<file path="src/rtl/caf_pkg.sv">
package caf_pkg;
  localparam int CNT_W = 4;

  typedef struct packed {
    logic       tmo_en;
    logic [2:0] therm_n;
    logic [2:0] alert_n;
    logic       spare;
  } caf_cfg_t;

  localparam logic [7:0] CFG_RST = 8'h70;

  // Required repeat count for a 3-bit field: field + 1.
  function automatic logic [CNT_W-1:0] need_of(input logic [2:0] f);
    return CNT_W'({1'b0, f}) + CNT_W'(1);
  endfunction

  // Increment that stops at lim.
  function automatic logic [CNT_W-1:0] sat_step(input logic [CNT_W-1:0] c,
                                                input logic [CNT_W-1:0] lim);
    return (c + 1'b1 >= lim) ? lim : c + 1'b1;
  endfunction
endpackage

</file>
<file path="src/rtl/caf_cfg.sv">
module caf_cfg
  import caf_pkg::*;
(
  input  logic       clk,
  input  logic       rst_n,
  input  logic       we,
  input  logic [7:0] wdata,
  output caf_cfg_t   cfg
);
  always_ff @(posedge clk or negedge rst_n) begin
    if (!rst_n)  cfg <= caf_cfg_t'(CFG_RST);
    else if (we) cfg <= caf_cfg_t'(wdata);
  end

  assert_write_lands_R1: assert property (@(posedge clk) disable iff (!rst_n)
    we |=> (cfg == caf_cfg_t'($past(wdata))));
endmodule

</file>
<file path="src/rtl/caf_chan.sv">
module caf_chan
  import caf_pkg::*;
#(
  parameter int TW     = 10,
  parameter bit IS_EXT = 1'b0
) (
  input  logic                 clk,
  input  logic                 rst_n,
  input  logic                 hit,
  input  logic                 cmp_mode,
  input  logic signed [TW-1:0] temp,
  input  logic                 fault,
  input  logic signed [TW-1:0] hi_lim,
  input  logic signed [TW-1:0] lo_lim,
  input  logic signed [TW-1:0] therm_lim,
  input  logic signed [TW-1:0] shdn_lim,
  input  logic        [TW-1:0] hyst,
  input  logic [CNT_W-1:0]     need_a,
  input  logic [CNT_W-1:0]     need_t,
  input  logic                 stat_clr,
  output logic [CNT_W-1:0]     cnt_o,
  output logic                 status_o,
  output logic                 e_hi_o,
  output logic                 e_lo_o,
  output logic                 e_flt_o,
  output logic                 hold_o,
  output logic                 shdn_req_o
);
  // Release level: high limit minus hysteresis, one bit wider.
  function automatic logic signed [TW:0] rel_level(input logic signed [TW-1:0] h,
                                                   input logic [TW-1:0] y);
    return $signed({h[TW-1], h}) - $signed({1'b0, y});
  endfunction

  logic [CNT_W-1:0] cnt, tcnt, cnt_inc;
  logic status, e_hi, e_lo, e_flt, hold;

  // Named events for the assertions.
  logic is_hi, is_lo, int_bad, below_rel, therm_over;
  logic fire_int, fire_cmp, release_cmp;

  assign is_hi      = temp > hi_lim;
  assign is_lo      = temp < lo_lim;
  assign int_bad    = is_hi | is_lo | fault;
  assign below_rel  = $signed({temp[TW-1], temp}) < rel_level(hi_lim, hyst);
  assign therm_over = (temp > therm_lim) || (IS_EXT && (temp > shdn_lim));
  assign cnt_inc    = cnt + 1'b1;

  assign fire_int    = hit && !cmp_mode && int_bad && (cnt_inc >= need_a);
  assign fire_cmp    = hit && cmp_mode && !hold && is_hi && (cnt_inc >= need_a);
  assign release_cmp = hit && cmp_mode && hold && below_rel;

  // Alert counter and comparator hold
  always_ff @(posedge clk or negedge rst_n) begin
    if (!rst_n) begin
      cnt  <= '0;
      hold <= 1'b0;
    end else begin
      if (!cmp_mode) hold <= 1'b0;
      if (hit) begin
        if (cmp_mode) begin
          if (hold) begin
            if (release_cmp) begin
              hold <= 1'b0;
              cnt  <= '0;
            end
          end else if (is_hi) begin
            cnt <= sat_step(cnt, need_a);
            if (fire_cmp) hold <= 1'b1;
          end else begin
            cnt <= '0;
          end
        end else begin
          cnt <= (!int_bad || fire_int) ? '0 : cnt_inc;
        end
      end
    end
  end

  // Sticky status and error-type bits; a new firing wins over a clear
  always_ff @(posedge clk or negedge rst_n) begin
    if (!rst_n) begin
      status <= 1'b0;
      e_hi   <= 1'b0;
      e_lo   <= 1'b0;
      e_flt  <= 1'b0;
    end else if (fire_int) begin
      status <= 1'b1;
      e_hi   <= (e_hi  & ~stat_clr) | is_hi;
      e_lo   <= (e_lo  & ~stat_clr) | is_lo;
      e_flt  <= (e_flt & ~stat_clr) | fault;
    end else if (stat_clr) begin
      status <= 1'b0;
      e_hi   <= 1'b0;
      e_lo   <= 1'b0;
      e_flt  <= 1'b0;
    end
  end

  // Shutdown counter
  always_ff @(posedge clk or negedge rst_n) begin
    if (!rst_n)   tcnt <= '0;
    else if (hit) tcnt <= therm_over ? sat_step(tcnt, need_t) : '0;
  end

  assign cnt_o      = cnt;
  assign status_o   = status;
  assign e_hi_o     = e_hi;
  assign e_lo_o     = e_lo;
  assign e_flt_o    = e_flt;
  assign hold_o     = hold;
  assign shdn_req_o = (tcnt >= need_t);

  assert_clean_clears_R2: assert property (@(posedge clk) disable iff (!rst_n)
    (hit && !cmp_mode && !is_hi && !is_lo && !fault) |=> (cnt == '0));
  assert_fire_sets_R3: assert property (@(posedge clk) disable iff (!rst_n)
    fire_int |=> (status && cnt == '0));
  assert_sticky_R5: assert property (@(posedge clk) disable iff (!rst_n)
    (status && !stat_clr) |=> status);
  assert_hold_kept_R7: assert property (@(posedge clk) disable iff (!rst_n)
    (hit && cmp_mode && hold && !below_rel) |=> (hold && $stable(cnt)));
  assert_release_R7: assert property (@(posedge clk) disable iff (!rst_n)
    release_cmp |=> (!hold && cnt == '0));
  assert_idle_holds_R8: assert property (@(posedge clk) disable iff (!rst_n)
    !hit |=> ($stable(cnt) && $stable(tcnt)));
endmodule

</file>
<file path="src/rtl/cons_alert_filter.sv">
module cons_alert_filter
  import caf_pkg::*;
#(
  parameter int NCH    = 2,
  parameter int TW     = 10,
  parameter int EXT_CH = 1,
  localparam int CHW   = (NCH > 1) ? $clog2(NCH) : 1
) (
  input  logic                 clk,
  input  logic                 rst_n,
  input  logic                 cfg_we,
  input  logic [7:0]           cfg_wdata,
  output logic [7:0]           cfg_q,
  output logic                 bus_tmo_en,
  input  logic                 cmp_mode,
  input  logic                 meas_valid,
  input  logic [CHW-1:0]       meas_ch,
  input  logic [TW-1:0]        meas_temp,
  input  logic                 meas_fault,
  input  logic [NCH*TW-1:0]    hi_lim,
  input  logic [NCH*TW-1:0]    lo_lim,
  input  logic [NCH*TW-1:0]    therm_lim,
  input  logic [TW-1:0]        shdn_lim,
  input  logic [TW-1:0]        hyst,
  input  logic [NCH-1:0]       mask,
  input  logic                 stat_clr,
  output logic [NCH*CNT_W-1:0] alert_cnt,
  output logic [NCH-1:0]       ch_status,
  output logic [NCH-1:0]       err_hi,
  output logic [NCH-1:0]       err_lo,
  output logic [NCH-1:0]       err_flt,
  output logic                 alert,
  output logic                 shdn
);
  caf_cfg_t         cfg;
  logic [CNT_W-1:0] need_a, need_t;
  logic [NCH-1:0]   hold_v, shdn_v;

  caf_cfg u_cfg (.clk(clk), .rst_n(rst_n), .we(cfg_we), .wdata(cfg_wdata), .cfg(cfg));

  assign cfg_q      = cfg;
  assign bus_tmo_en = cfg.tmo_en;
  assign need_a     = need_of(cfg.alert_n);
  assign need_t     = need_of(cfg.therm_n);

  for (genvar c = 0; c < NCH; c++) begin : g_ch
    caf_chan #(.TW(TW), .IS_EXT(c == EXT_CH)) u_chan (
      .clk       (clk),
      .rst_n     (rst_n),
      .hit       (meas_valid && (meas_ch == CHW'(c))),
      .cmp_mode  (cmp_mode),
      .temp      (meas_temp),
      .fault     (meas_fault),
      .hi_lim    (hi_lim[c*TW +: TW]),
      .lo_lim    (lo_lim[c*TW +: TW]),
      .therm_lim (therm_lim[c*TW +: TW]),
      .shdn_lim  (shdn_lim),
      .hyst      (hyst),
      .need_a    (need_a),
      .need_t    (need_t),
      .stat_clr  (stat_clr),
      .cnt_o     (alert_cnt[c*CNT_W +: CNT_W]),
      .status_o  (ch_status[c]),
      .e_hi_o    (err_hi[c]),
      .e_lo_o    (err_lo[c]),
      .e_flt_o   (err_flt[c]),
      .hold_o    (hold_v[c]),
      .shdn_req_o(shdn_v[c])
    );
  end

  assign alert = |((ch_status | hold_v) & ~mask);
  assign shdn  = |shdn_v;

  assert_all_masked_quiet_R4: assert property (@(posedge clk) disable iff (!rst_n)
    (&mask) |-> !alert);
endmodule

</file>
<file path="config.mk">
export PLATFORM = sky130hd
export DESIGN_NAME = cons_alert_filter
export DESIGN_NICKNAME = d
export VERILOG_FILES = /design/src/rtl/caf_pkg.sv /design/src/rtl/caf_cfg.sv /design/src/rtl/caf_chan.sv /design/src/rtl/cons_alert_filter.sv
export SDC_FILE = /design/constraint.sdc
export NUM_CORES = 1
export LEC_CHECK = 0
export BUFFER_PORTS_ARGS = -buffer_cell sky130_fd_sc_hd__buf_2
export CORE_MARGIN = 5
export CORE_UTILIZATION = 61
export CTS_CLUSTER_DIAMETER = 40
export CTS_CLUSTER_SIZE = 40
export DETAILED_ROUTE_END_ITERATION = 12
export MAX_ROUTING_LAYER = met4
export PLACE_DENSITY = 0.87
export SYNTH_ARGS = -nofsm -noshare
export SYNTH_HDL_FRONTEND = slang
export SYNTH_HIERARCHICAL = 1
export SYNTH_SLANG_ARGS = --single-unit
</file>
<file path="constraint.sdc">
create_clock -name clk -period 5.3 [get_ports clk]
set_input_delay 1.325 -clock clk [delete_from_list [all_inputs] [get_ports clk]]
set_output_delay 1.325 -clock clk [all_outputs]
set_load 0.005 [all_outputs]
</file>
==> results of run 1 <==
area by class of cell:
type	instances	area [um^2]
Multi-Input combinational cell	532	4390
Tap cell	129	161
Inverter	134	503
Clock buffer	6	82.6
Sequential cell	34	855
Fill cell	717	2570
Timing Repair Buffer	134	671
Clock inverter	2	12.5
per-layer routing:
| metal | part of all wire | vias up | GRT usage |
|---|---|---|---|
| met5 | 0 | - | - |
| met4 | 0.028 | 0 | 0.0911 |
| met3 | 0.047 | 47 | 0.0282 |
| met2 | 0.52 | 161 | 0.503 |
| met1 | 0.41 | 2641 | 0.308 |
| li1 | - | 2783 | - |
final timing paths:
check                                      start                      end  cells past startpoint
max                                    hi_lim[0]  g_ch[0].u_chan/cnt_o[0]                     18
min                        g_ch[0].u_chan/e_lo_o    g_ch[0].u_chan/e_lo_o                      2
max reg2reg                         u_cfg/cfg[1]  g_ch[0].u_chan/cnt_o[1]                     10
min reg2reg                g_ch[0].u_chan/e_lo_o    g_ch[0].u_chan/e_lo_o                      2
max in group asynchronous                  rst_n    g_ch[1].u_chan/hold_o                      1
min in group asynchronous                  rst_n             u_cfg/cfg[2]                      1
logic make-up (layout without fill, tap and decap cells):
family                   after synthesis  in the layout  synth area share
AND/OR/NAND/NOR                      179            179             0.164
buffers and inverters                140            276            0.0929
AO/OA/AOI/OAI                        171            171             0.213
flip-flops                            34             34             0.148
multiplexers                          19             19            0.0416
XOR/XNOR                              23             23            0.0348
adder cells (fa/ha/maj)              140            140             0.306
sequential cells by signal, indices dropped and copies added (netlist names):
register              cells
u_cfg/cfg                 8
g_ch.u_chan/cnt_o         8
g_ch.u_chan/e_flt_o       2
g_ch.u_chan/tcnt          8
g_ch.u_chan/e_lo_o        2
g_ch.u_chan/hold_o        2
g_ch.u_chan/e_hi_o        2
g_ch.u_chan/status_o      2
cell usage in the layout, fill, tap and decap left out, types with 12 or more instances in the layout:
cell        n
a21oi_1    36
buf_2     134
nand2b_1   22
nand2_1    30
a21o_1     14
dfrtp_1    31
o21ai_0    34
nor3_1     12
inv_1     134
nand4_1    15
nand3_1    22
ha_1      138
xnor2_1    13
nor2_1     35
nor2b_1    14
power groups by stage:
stage | logic (mW) | registers, mW | clock network (mW)
floorplan | 0.818 | 0.397 | 0
CTS | 1.15 | 0.411 | 0.207
global route | 1.30 | 0.424 | 0.219
global placement | 1.07 | 0.411 | 0
finish | 1.16 | 0.411 | 0.200
detailed placement | 1.14 | 0.416 | 0
worst max-delay path, delay by kind of cell:
| kind | cells | cell delay, ns |
|---|---|---|
| compound gates | 9 | 2.07 |
| simple gates | 2 | 0.46 |
| fa+ha+maj | 3 | 0.86 |
| xor+xnor | 1 | 0.20 |
| buf+inv | 3 | 0.22 |
Yosys cell counts (3+ instances only):
cell,number
ha_1,138
inv_1,134
a21oi_1,36
nor2_1,35
o21ai_0,34
dfrtp_1,31
nand2_1,30
nand2b_1,22
nand3_1,22
nand4_1,15
a21o_1,14
nor2b_1,14
xnor2_1,13
nor3_1,12
o22ai_1,10
xor2_1,10
mux2_4,9
o211ai_1,8
o21a_1,8
a211oi_1,6
mux2i_1,6
a21boi_0,5
nand3b_1,5
a2111oi_0,4
a31oi_1,4
and3_1,4
mux2_2,4
nor4_1,4
o2bb2ai_1,4
o311ai_0,4
a211o_1,3
a21oi_2,3
and2_1,3
clkbuf_1,3
dfstp_2,3
per-stage QoR:
stage	util	instance area [um^2]	setup WS [ns]
6_report	0.722	6670	0.408
5_1_grt	0.722	6670	0.130
4_1_cts	0.722	6670	0.436
3_5_place_dp	0.712	6580	0.150
3_3_place_gp	0.712	6580	0.363
2_1_floorplan	-	5780	0.821
==> results.py, run 1 <==
metrics = {
    "floorplan": {
        "die_y_um": 107,
        "row_count": 35,
        "core_um2": 9240,
        "start_util": 0.626,
        "die-area_um2": 11500,
        "die_w_um": 107,
        "pin_count": 135,
    },
    "cts": {
        "clockBufferDepth": 2,
        "clockRootBuffer": "clkbuf_8",
        "cts_buffers": 5,
        "path_clk_slew_ns": 0.07,
        "clk_latency_ns": 0.28,
        "cts_tree": "done",
        "hold_buffers": 0,
        "ctsResizeCount": 0,
        "htreeDepth": 2,
        "clkSinkCount": 34,
        "cts_setup_buffers": 0,
    },
    "global_routing": {
        "grt_pass1_vias": 5893,
        "grt_pass1_wl_mm": 25.5,
        "antenna_found_initial": 0,
        "grtUsageTotal": 0.273,
        "grt.overflow.total": 0,
        "grt_max_degree": 35,
    },
    "cells_and_area": {
        "finish.net_count": 1089,
        "syn_to_final_growth_pct": 15.5,
        "final_cells": 971,
        "diodes": 0,
        "drive_gt1_frac": 0.209,
    },
    "drt": {
        "vias": 5632,
        "via_per_inst": 5.80,
        "drt_iter0_drc": 241,
        "finalWirelength_mm": 15.4,
        "wire_per_inst_um": 15.8,
        "drcViolationCount": 0,
        "ant_nets": 0,
        "drt_pass1_iterations": 4,
    },
    "worst_setup_path": {
        "critPathArrivalTime_ns": 5.12,
        "cp_slowest_cell": "a2111oi_1",
        "reg2reg_slack_ns": 2.30,
        "path_common_cell": "a21oi_1",
        "cpPeakStageDelay_ns": 0.47,
        "crit_required_ns": 5.52,
        "start_kind": "primary input",
        "end_kind": "register",
        "path_cells": "buf_2 > inv_1 > ha_1 > inv_1 > fa_1 > a21o_1 > a21oi_1 > o21ai_0 > a21oi_1 > xor2_1 > ha_1 > nand4_1 > a21oi_1 > a2111oi_1 > o2111ai_1 > a41oi_4 > nor4bb_1 > a21o_1",
        "critPathKind": "primary input to register",
        "path_max_fanout": 8,
    },
    "placed_design": {
        "hpwl_mm": 13.2,
        "numPortBuffers": 134,
        "placed_cells": 963,
        "place_congestion": 0.921,
    },
    "sta": {
        "fmax_mhz": 204,
        "hold_viol": 0,
        "fin_tns_setup_ns": 0,
        "relSlewSlack": 0.478,
        "rsz0062_at_grt": "no",
        "finClkSkew_ns": 0.00472,
        "whs_ns": 0.526,
        "fin_crit_sh": 0.923,
        "drv_slew": 0,
        "finalCriticalPeriod_ns": 4.89,
        "worst_pin_slew_ns": 0.782,
        "setup-violations-final": 0,
    },
    "logic_synthesis": {
        "netlist_instances": 706,
        "synth_area_um2": 5780,
        "synth_seq_area_share": 0.148,
        "yosys.area.top_type": "ha_1",
        "synth_warnings": 6,
        "yosysTopAreaCellShare": 0.299,
        "synth_cell_type_count": 72,
        "synth_edf_count": 0,
        "synth_nets": 954,
        "ys_seq_elements": 34,
        "synth-main-ff-cell": "dfrtp_1",
        "synth_area_per_cell_um2": 8.19,
        "ys_top_cells_by_area": "ha_1 30%, dfrtp_1 13%, inv_1 8.7%, a21oi_1 3.1%, o21ai_0 2.9%",
        "async_reset_ff_frac": 1.00,
    },
    "pwr": {
        "p_comb_frac": 0.654,
        "cellLeakagePower_nw": 3.69,
        "power.density_nw_per_um2": 265,
        "p_sw_frac": 0.453,
        "ir_worst_vdd_mv": 0.147,
        "p_total_mw": 1.77,
        "pwr-share-clk": 0.113,
        "switching_power_mw": 0.800,
        "pwr-share-seq": 0.233,
        "internal_power_mw": 0.967,
    },
    "run": {
        "max_cap_violations": 0,
    },
    "hold_path": {
        "hold_path.class": "register to register",
    },
    "outcome": {
        "status": "finished, final reports clean",
    },
}
(Power assumes the default switching activity.)
==> inputs of run 2 (changes only) <==
--- a/config.mk
+++ b/config.mk
@@ -5,6 +5,7 @@
 export SDC_FILE = /design/constraint.sdc
 export NUM_CORES = 1
 export LEC_CHECK = 0
+export ABC_AREA = 1
 export BUFFER_PORTS_ARGS = -buffer_cell sky130_fd_sc_hd__buf_2
 export CORE_MARGIN = 5
 export CORE_UTILIZATION = 61
@@ -15,5 +16,4 @@
 export PLACE_DENSITY = 0.87
 export SYNTH_ARGS = -nofsm -noshare
 export SYNTH_HDL_FRONTEND = slang
-export SYNTH_HIERARCHICAL = 1
 export SYNTH_SLANG_ARGS = --single-unit
==> run 2 against run 1 <==
Non-clock buffer count unchanged; power increased by 8.0%; synthesized cell count increased by 19%; sequential power increased by 4%; cell count increased by 14%; wire length decreased by 5.6%; combinational power increased by 10%; via count increased by 2.8%; sequential share of layout area decreased by 0.17 points; setup slack improved by 0.78 ns; largest power group unchanged.
==> results.py, run 2 <==
metrics = {
    "outcome": {
        "status": "finished, final reports clean",
    },
    "logic_synthesis": {
        "synth_warnings": 0,
        "synth_top_family_by_area": "adder cells",
        "netlist_instances": 843,
        "synthXorXnorAreaFrac": 0.0399,
        "yosys.area.top_type": "ha_1",
        "ys_seq_elements": 34,
        "synth_area_um2": 5920,
        "synth_compound_area_frac": 0.127,
        "yosysTopAreaCellShare": 0.292,
        "synth_seq_area_share": 0.144,
        "synth_adder_area_share": 0.298,
        "ys_top_cells_by_area": "ha_1 29%, dfrtp_1 13%, inv_1 10%, nand2_1 10%, a21oi_1 4.9%",
        "yosysMostFrequentCell": "inv_1",
        "synth-main-ff-cell": "dfrtp_1",
        "synth_top_cells_by_count": "163 x inv_1, 162 x nand2_1, 138 x ha_1",
        "synth_nets": 1091,
        "synth_cell_type_count": 42,
        "async_reset_ff_frac": 1.00,
        "synthMuxAreaShare": 0.0114,
        "yosys.area_share.simple": 0.253,
        "synth_area_per_cell_um2": 7.03,
        "synth_edf_count": 0,
    },
    "cts": {
        "htreeDepth": 2,
        "ctsResizeCount": 0,
        "cts_tree": "done",
        "clk_latency_ns": 0.29,
        "cts_setup_buffers": 0,
        "clkSinkCount": 34,
        "clockBufferDepth": 2,
        "cts_buffers": 5,
        "path_clk_slew_ns": 0.07,
        "hold_buffers": 0,
        "clockRootBuffer": "clkbuf_8",
    },
    "sta": {
        "finClkSkew_ns": 0.00249,
        "fmax_mhz": 243,
        "fin_crit_sh": 0.775,
        "worst_pin_slew_ns": 0.765,
        "worst_slack_ns": 1.19,
        "rsz0062_at_grt": "no",
        "finalCriticalPeriod_ns": 4.11,
        "relSlewSlack": 0.490,
        "drv_slew": 0,
        "whs_ns": 0.520,
        "fin_tns_setup_ns": 0,
        "hold_viol": 0,
        "setup-violations-final": 0,
    },
    "floorplan": {
        "start_util": 0.614,
        "pin_count": 135,
        "die_y_um": 109,
        "die-area_um2": 11800,
        "die_w_um": 109,
        "row_count": 36,
        "core_um2": 9640,
    },
    "cells_and_area": {
        "design_area_um2": 6760,
        "finish.net_count": 1219,
        "layout_commonest_cell": "inv_1",
        "syn_to_final_growth_pct": 14.2,
        "register_area_um2": 855,
        "final_cell_mix": "163 x inv_1, 162 x nand2_1, 138 x ha_1",
        "final_cells": 1105,
        "multi_input_area_um2": 4320,
        "drive_gt1_frac": 0.200,
        "diodes": 0,
        "post-route-util": 0.701,
        "fillers": 839,
    },
    "worst_setup_path": {
        "critPathArrivalTime_ns": 4.29,
        "cp_num_buf_inv": 3,
        "path_common_cell": "nand2_1",
        "cp_top_family": "simple AND/OR/NAND/NOR gates",
        "crit_required_ns": 5.48,
        "reg2reg_slack_ns": 2.82,
        "path_cells": "buf_2 > inv_1 > ha_1 > inv_1 > fa_1 > a21oi_1 > o21ai_1 > nand2_1 > nand3_1 > nand2_1 > nand2_1 > a21oi_1 > xor2_1 > ha_1 > a21o_1 > a21oi_1 > nand3_1 > nand2_1 > nand2_1 > nand2_2 > nand2_1 > nor2_1 > a21oi_2",
        "start_kind": "primary input",
        "critPathKind": "primary input to register",
        "cpPeakStageDelay_ns": 0.41,
        "path_max_fanout": 6,
        "cp_slowest_cell": "fa_1",
        "end_kind": "register",
    },
    "drt": {
        "drcViolationCount": 0,
        "vias": 5788,
        "ant_nets": 0,
        "drt_iter0_drc": 305,
        "drt_pass1_iterations": 5,
        "wire_per_inst_um": 13.1,
        "via_per_inst": 5.24,
        "finalWirelength_mm": 14.5,
    },
    "placed_design": {
        "postPlaceCellArea_um2": 6670,
        "hpwl_mm": 12.3,
        "place_ws_ns": 0.905,
        "place_congestion": 0.964,
        "numPortBuffers": 134,
        "placed_cells": 1097,
    },
    "global_routing": {
        "grt_pass1_wl_mm": 23.6,
        "grtUsageTotal": 0.252,
        "grt.overflow.total": 0,
        "grt_max_degree": 35,
        "grt_pass1_vias": 5428,
        "antenna_found_initial": 0,
    },
    "pwr": {
        "internal_power_mw": 0.960,
        "ir_worst_vdd_mv": 0.220,
        "pwr-share-seq": 0.224,
        "switching_power_mw": 0.949,
        "cellLeakagePower_nw": 4.02,
        "p_comb_frac": 0.671,
        "p_total_mw": 1.91,
        "p_sw_frac": 0.497,
        "pwr-share-clk": 0.105,
        "power.density_nw_per_um2": 282,
    },
    "run": {
        "max_cap_violations": 0,
    },
    "hold_path": {
        "hold_path.class": "register to register",
    },
}
run 2: cell types whose count changed after synthesis, sizes merged, moves of 22 or more:
cell,change
inv,+36
nand2b,-22
a21oi,+27
nand2,+138
nand3,+44
nor2,+23
run 2: area by class of cell:
class / instances / area share
Multi-Input combinational cell: 623 / 0.640
Clock buffer: 6 / 0.0122
Timing Repair Buffer: 134 / 0.0992
Inverter: 173 / 0.0962
Clock inverter: 2 / 0.00185
Sequential cell: 34 / 0.126
Tap cell: 133 / 0.0246
run 2: logic make-up after synthesis:
logic type,after synthesis
buffers and inverters,186
multiplexers,6
XOR/XNOR,27
AND/OR/NAND/NOR,321
flip-flops,34
AO/OA/AOI/OAI,129
adder cells (fa/ha/maj),140
run 2: power groups by stage:
stage / Combinational (mW) / Sequential (mW) / Clock, mW
3_5_place_dp: 1.26 / 0.429 / 0
4_1_cts: 1.28 / 0.425 / 0.201
2_1_floorplan: 0.959 / 0.405 / 0
5_1_grt: 1.47 / 0.438 / 0.213
3_3_place_gp: 1.22 / 0.430 / 0
6_report: 1.28 / 0.428 / 0.201
run 2: worst paths after layout:
| check | end | from | cells after the start |
|---|---|---|---|
| max | g_ch[0].u_chan.cnt_o[2] | hi_lim[0] | 23 |
| min | u_cfg.cfg[0] | u_cfg.cfg[0] | 1 |
| max reg2reg | g_ch[1].u_chan.cnt_o[1] | g_ch[1].u_chan.cnt_o[0] | 11 |
| min reg2reg | u_cfg.cfg[0] | u_cfg.cfg[0] | 1 |
| max in group asynchronous | g_ch[1].u_chan.tcnt[2] | rst_n | 1 |
| min in group asynchronous | g_ch[1].u_chan.tcnt[0] | rst_n | 1 |
run 2: metal layers:
layer / global-route usage / wire [um] / up-vias
met5: - / 0 / -
met4: 0.0559 / 260 / 0
met3: 0.0251 / 770 / 31
met2: 0.434 / 6910 / 167
met1: 0.319 / 6570 / 2565
li1: - / - / 3025
